--- config.mk ---
export PLATFORM = sky130hd
export DESIGN_NAME = smbus_clkcfg_slave
export DESIGN_NICKNAME = d
export VERILOG_FILES = /design/src/rtl/smbus_clkcfg_slave.sv
export SDC_FILE = /design/constraint.sdc
export NUM_CORES = 1
export LEC_CHECK = 0
export ABC_CLOCK_PERIOD_IN_PS = 3700
export BUFFER_PORTS_ARGS = -buffer_cell sky130_fd_sc_hd__buf_2
export CELL_PAD_IN_SITES_DETAIL_PLACEMENT = 1
export CELL_PAD_IN_SITES_GLOBAL_PLACEMENT = 2
export CORE_UTILIZATION = 40
export DETAILED_ROUTE_END_ITERATION = 6
export PLACE_DENSITY = 0.95
export SYNTH_ARGS = -nofsm -noshare
export SYNTH_HDL_FRONTEND = slang
export SYNTH_SLANG_ARGS = --single-unit
--- constraint.sdc ---
create_clock -name clk -period 3.7 [get_ports clk]
set_input_delay 0.74 -clock clk [delete_from_list [all_inputs] [get_ports clk]]
set_output_delay 0.74 -clock clk [all_outputs]
set_load 0.05 [all_outputs]
--- src/rtl/smbus_clkcfg_slave.sv ---
module smbus_clkcfg_slave #(
  parameter logic [6:0] DEV_ADDR    = 7'h69,
  parameter int         NUM_REGS    = 11,
  parameter int         BASE_IDX    = 4,
  parameter int         SYNC_STAGES = 2
) (
  input  logic                    clk,
  input  logic                    rst_n,
  input  logic                    scl_i,
  input  logic                    sda_i,
  output logic                    sda_oe,
  input  logic [4:0]              strap_fs,
  input  logic                    strap_mult,
  output logic [NUM_REGS*8-1:0]   cfg_out
);

  localparam logic [7:0] BLK_COUNT = 8'(NUM_REGS);
  localparam logic [6:0] IDX_FIRST = 7'(BASE_IDX);

  typedef enum logic [2:0] {ST_IDLE, ST_RX, ST_RXACK, ST_TX, ST_TXACK} st_t;
  typedef enum logic [1:0] {PH_ADDR, PH_CMD, PH_CNT, PH_DATA} ph_t;

  logic [SYNC_STAGES:0] scl_p, sda_p;
  logic scl_now, scl_old, sda_now, sda_old;
  logic scl_rise, scl_fall, start_det, stop_det;

  st_t        st;
  ph_t        ph, ph_next;
  logic [3:0] bitcnt;
  logic [7:0] shreg, wr_left, rd_val, tx_byte;
  logic [6:0] idx;
  logic       rw, blk, cnt_pend, mst_ack;
  logic       wr_fire, idle_w;
  logic [7:0] ctl0_q;

  always_ff @(posedge clk or negedge rst_n)
    if (!rst_n) begin
      scl_p <= '1;
      sda_p <= '1;
    end else begin
      scl_p <= {scl_p[SYNC_STAGES-1:0], scl_i};
      sda_p <= {sda_p[SYNC_STAGES-1:0], sda_i};
    end

  assign scl_now   = scl_p[SYNC_STAGES-1];
  assign scl_old   = scl_p[SYNC_STAGES];
  assign sda_now   = sda_p[SYNC_STAGES-1];
  assign sda_old   = sda_p[SYNC_STAGES];
  assign scl_rise  = scl_now & ~scl_old;
  assign scl_fall  = ~scl_now & scl_old;
  assign start_det = scl_now & scl_old & sda_old & ~sda_now;
  assign stop_det  = scl_now & scl_old & ~sda_old & sda_now;
  assign idle_w    = (st == ST_IDLE);

  always_comb
    case (ph)
      PH_ADDR: ph_next = PH_CMD;
      PH_CMD:  ph_next = blk ? PH_CNT : PH_DATA;
      default: ph_next = PH_DATA;
    endcase

  always_comb begin
    rd_val = 8'h00;
    for (int i = 0; i < NUM_REGS; i++)
      if (idx == 7'(BASE_IDX + i)) rd_val = cfg_out[i*8 +: 8];
  end

  assign tx_byte = cnt_pend ? BLK_COUNT : rd_val;
  assign wr_fire = (st == ST_RX) && scl_fall && (bitcnt == 4'd8) &&
                   (ph == PH_DATA) && (wr_left != 8'd0);

  always_ff @(posedge clk or negedge rst_n)
    if (!rst_n) begin
      st       <= ST_IDLE;
      ph       <= PH_ADDR;
      bitcnt   <= '0;
      shreg    <= '0;
      rw       <= 1'b0;
      blk      <= 1'b0;
      idx      <= '0;
      wr_left  <= '0;
      cnt_pend <= 1'b0;
      mst_ack  <= 1'b0;
      sda_oe   <= 1'b0;
    end else if (start_det) begin
      st     <= ST_RX;
      ph     <= PH_ADDR;
      bitcnt <= '0;
      sda_oe <= 1'b0;
    end else if (stop_det) begin
      st     <= ST_IDLE;
      sda_oe <= 1'b0;
    end else begin
      case (st)
        ST_RX:
          if (scl_rise) begin
            shreg  <= {shreg[6:0], sda_now};
            bitcnt <= bitcnt + 4'd1;
          end else if (scl_fall && bitcnt == 4'd8) begin
            bitcnt <= '0;
            case (ph)
              PH_ADDR:
                if (shreg[7:1] == DEV_ADDR) begin
                  rw     <= shreg[0];
                  sda_oe <= 1'b1;
                  st     <= ST_RXACK;
                end else begin
                  st <= ST_IDLE;
                end
              PH_CMD: begin
                blk      <= ~shreg[7];
                idx      <= shreg[7] ? shreg[6:0] : IDX_FIRST;
                wr_left  <= shreg[7] ? 8'd1 : 8'd0;
                cnt_pend <= ~shreg[7];
                sda_oe   <= 1'b1;
                st       <= ST_RXACK;
              end
              PH_CNT: begin
                wr_left <= shreg;
                sda_oe  <= 1'b1;
                st      <= ST_RXACK;
              end
              default: begin
                if (wr_left != 8'd0) begin
                  wr_left <= wr_left - 8'd1;
                  idx     <= idx + 7'd1;
                end
                sda_oe <= 1'b1;
                st     <= ST_RXACK;
              end
            endcase
          end
        ST_RXACK:
          if (scl_fall) begin
            if (ph == PH_ADDR && rw) begin
              shreg  <= tx_byte;
              sda_oe <= ~tx_byte[7];
              bitcnt <= '0;
              if (cnt_pend) cnt_pend <= 1'b0;
              else          idx      <= idx + 7'd1;
              st     <= ST_TX;
            end else begin
              sda_oe <= 1'b0;
              ph     <= ph_next;
              st     <= ST_RX;
            end
          end
        ST_TX:
          if (scl_fall) begin
            if (bitcnt == 4'd7) begin
              sda_oe <= 1'b0;
              st     <= ST_TXACK;
            end else begin
              bitcnt <= bitcnt + 4'd1;
              shreg  <= {shreg[6:0], 1'b0};
              sda_oe <= ~shreg[6];
            end
          end
        ST_TXACK:
          if (scl_rise) begin
            mst_ack <= ~sda_now;
          end else if (scl_fall) begin
            if (mst_ack) begin
              shreg  <= tx_byte;
              sda_oe <= ~tx_byte[7];
              bitcnt <= '0;
              if (cnt_pend) cnt_pend <= 1'b0;
              else          idx      <= idx + 7'd1;
              st     <= ST_TX;
            end else begin
              st <= ST_IDLE;
            end
          end
        default: ;
      endcase
    end

  always_ff @(posedge clk or negedge rst_n)
    if (!rst_n)
      ctl0_q <= 8'h00;
    else if (wr_fire && idx == IDX_FIRST)
      ctl0_q <= ctl0_q[3] ? shreg : {ctl0_q[7:4], shreg[3], ctl0_q[2], shreg[1:0]};

  assign cfg_out[7:0]  = ctl0_q[3] ? ctl0_q
                                   : {strap_fs[3:0], ctl0_q[3], strap_fs[4], ctl0_q[1:0]};
  assign cfg_out[15:8] = {2'b00, strap_mult, strap_fs};

  for (genvar g = 2; g < NUM_REGS; g++) begin : g_reg
    logic [7:0] r_q;
    always_ff @(posedge clk or negedge rst_n)
      if (!rst_n)
        r_q <= 8'h00;
      else if (wr_fire && idx == 7'(BASE_IDX + g))
        r_q <= shreg;
    assign cfg_out[g*8 +: 8] = r_q;
  end

endmodule

==> results_dict.tcl <==
set metrics [dict create \
    cts_tree "yes" \
    synth_cell_types 68 \
    drv_cap 0 \
    clock-root-buffer "clkbuf_16" \
    met2_length_um 11690 \
    core_area_mm2 0.01670 \
    grt_pass1_vias 6437 \
    start_kind "flip-flop" \
    postCtsHoldBufs 0 \
    wl_met1_um 10050 \
    cellLeakagePower_nw 3.903 \
    rsz0062_at_grt "no" \
    rows 47 \
    htreeDepth 4 \
    dp_hpwl_um 16260 \
    arrival_ns 3.27 \
    cts_setup_buffers 0 \
    clk_pin_slew_ns 0.06 \
    syn_avg_cell_area_um2 10.29 \
    worst_clock_skew_ns 0.01183 \
    post-route-period-util_pct 79.96 \
    dr_total_vias 6197 \
    hp-class "flip-flop to flip-flop" \
    wl_per_cell_um 24.69 \
    maxSlewHeadroom_pct 35.01 \
    final_net_count 764 \
    grt_use_total_pct 27.88 \
    power_mw 4.706 \
    finalWorstSetupSlack_ns 0.7416 \
    antenna_found_initial 0 \
    ys_seq_area_share_pct 44.80 \
    wl_met3_um 1514 \
    pin_count 99 \
    first_pass_iters 5 \
    drt-initial-drc-count 439 \
    ys_seq_elements 123 \
    ff2ff_setup_slack_ns 0.74 \
    yosysWarnings 0 \
    gp_congestion 0.8612 \
    drc 0 \
    grt_overflow 0 \
    ys_async_sr_fraction_pct 100.0 \
    period_minus_slack_ns 2.958 \
    clk_latency_ns 0.43 \
    tightestPinTransition_ns 0.9729 \
    nFillCells 1870 \
    antenna_cells 0 \
    crit_required_ns 4.01 \
    fin_setup_tns_ns 0 \
    route.top_layer_used "met4" \
    layout-area-overhead-vs-synth_pct 17.46 \
    synth-edff-count 0 \
    max_freq_mhz 338.0 \
    setup_viol 0 \
    synth_area_mm2 0.006887 \
    cp-end-kind "flip-flop" \
    dieArea_mm2 0.01774 \
    dp_slack_ns 0.8325 \
    numCtsBuffers 17 \
    run_status "completed" \
    power_per_cell_area_mw_per_mm2 581.7 \
    critPathKind "flip-flop to flip-flop" \
    cts_resized 0 \
    ir_worst_vdd_mv 0.3837 \
    grt_pass1_wl_um 37530 \
    antenna_left 0 \
    cp_max_fo 19 \
    viasPerCell 6.362 \
    die_w_um 133.2 \
    drt-total-wl_um 24040 \
    dieHeight_um 133.2 \
    finalHoldViolations 0 \
    numClockSinks 123 \
    start_util_pct 41.23 \
    numPortBuffers 96 \
    finalMaxSlewViolations 0 \
    drive_above_1_share_pct 32.76 \
    grt_max_degree 64 \
    syn_inst 669 \
    clk_path_buf_depth 2 \
    synth_ff_type "dfrtp_1" \
]
## metal layers
layer	vias up	track usage (%)
met5	-	0
met1	3219	35.89
met3	63	5.860
met2	266	44.97
met4	0	13.01
li1	2649	-
## cells by family after synthesis
logic type               synth area share (%)
flip-flops                              44.80
adder cells (fa/ha/maj)                 2.362
XOR/XNOR                               0.2544
multiplexers                            14.75
AO/OA/AOI/OAI                           19.60
AND/OR/NAND/NOR                         13.08
other                                 0.05445
buffers and inverters                   5.087
## final timing paths
path	startpoint	endpoint	depth (start not counted)
worst max-delay path	st[1]	g_reg[5].r_q[3]	5
worst min-delay path	scl_p[0]	scl_p[1]	0
worst max register to register	st[1]	g_reg[5].r_q[3]	5
worst min register to register	scl_p[0]	scl_p[1]	0
max in group asynchronous	rst_n	scl_p[2]	2
min in group asynchronous	rst_n	ctl0_q[2]	1
## metrics by stage
stage	instance area, um2	util (%)	hold slack (ns)	cells
after global placement	7483	44.81	0.3499	942
final	8089	48.43	0.3592	974
after CTS	8089	48.43	0.3612	974
after floorplan	6890	-	0.3452	670
after global routing	8089	48.43	0.3668	974
after detailed placement	7483	44.81	0.3478	942
## sequential cells by signal, indices dropped and copies added, names as in the netlist
name and flops:
g.r_q 72, ctl0_q 8, shreg 8, wr_left 8
idx 7, bitcnt 4, scl_p 3, sda_p 3
st 3, ph 2, blk 1, cnt_pend 1
mst_ack 1, rw 1, sda_oe 1
## synthesized netlist by cell type, types with 3 or more instances
master / count / area, um2
clkbuf_1: 40 / 150.1
nor3_1: 17 / 85.08
nand4_1: 5 / 31.28
a22oi_1: 4 / 30.03
nor2b_1: 12 / 75.07
inv_1: 24 / 90.09
a221o_1: 4 / 40.04
a211oi_1: 8 / 60.06
mux2_2: 80 / 900.9
nor3b_1: 4 / 30.03
o21a_1: 3 / 22.52
a32oi_1: 7 / 61.31
a21oi_1: 35 / 175.2
a31oi_1: 15 / 93.84
a32o_1: 5 / 50.05
nor2_1: 40 / 150.1
o21ai_0: 39 / 195.2
a21o_1: 6 / 45.04
o2bb2ai_1: 4 / 35.03
and3_1: 8 / 50.05
dfstp_2: 6 / 157.7
nor4_1: 3 / 18.77
nor3_4: 3 / 48.80
o22ai_1: 12 / 75.07
mux2_4: 5 / 75.07
dfrtp_1: 117 / 2928
or2_2: 3 / 18.77
nand3_1: 14 / 70.07
o32ai_1: 4 / 35.03
o211ai_1: 8 / 60.06
a311oi_1: 3 / 26.28
nand2b_1: 8 / 50.05
and2_1: 4 / 25.02
buf_4: 11 / 82.58
nand2_1: 30 / 112.6
ha_1: 13 / 162.7
mux2i_1: 4 / 40.04
a221oi_1: 15 / 131.4
nor2_2: 5 / 31.28
o31ai_1: 5 / 37.54
o2111ai_1: 3 / 26.28
## final cells by class
type / count / area [um2] / share of cell area (%)
multi-input cells: 467 / 3455 / 42.71
flip-flops and latches: 123 / 3085 / 38.14
repair buffers: 106 / 570.5 / 7.053
clock buffers: 17 / 425.4 / 5.259
well taps: 220 / 275.3 / 3.403
clock inverters: 15 / 180.2 / 2.227
inverters: 26 / 97.59 / 1.206
## critical path, cell delays in order (launching register included)
cell and delay (ns):
dfrtp_1 0.60, or3b_4 0.51, nor4_4 0.49, nand3_4 0.28
nor2_2 0.54, mux2_2 0.41
## where the power goes
part           leakage [nW]  total [mW]  internal [mW]  switching (mW)
registers              1.67        1.75           1.42           0.335
logic                  1.94        1.21          0.399           0.813
clock network         0.295        1.74           1.02           0.720
## cells in the final DEF (no fill, tap or decap), types with 5 or more instances in the layout
cell type,instances
o31ai_1,5
a31oi_1,15
nand2_1,30
inv_6,5
inv_1,24
a21o_1,6
mux2_2,80
buf_4,10
a32o_1,5
and3_1,8
o211ai_1,8
o21ai_0,39
buf_2,95
a21oi_1,35
nor2b_1,12
ha_1,13
nor2_2,5
a211oi_1,8
clkbuf_16,17
dfrtp_1,117
nand4_1,5
mux2_4,5
a32oi_1,7
a221oi_1,15
nor2_1,40
nor3_1,17
nand2b_1,8
dfstp_2,6
nand3_1,14
o22ai_1,12
Power figures use the tool's default switching activity.
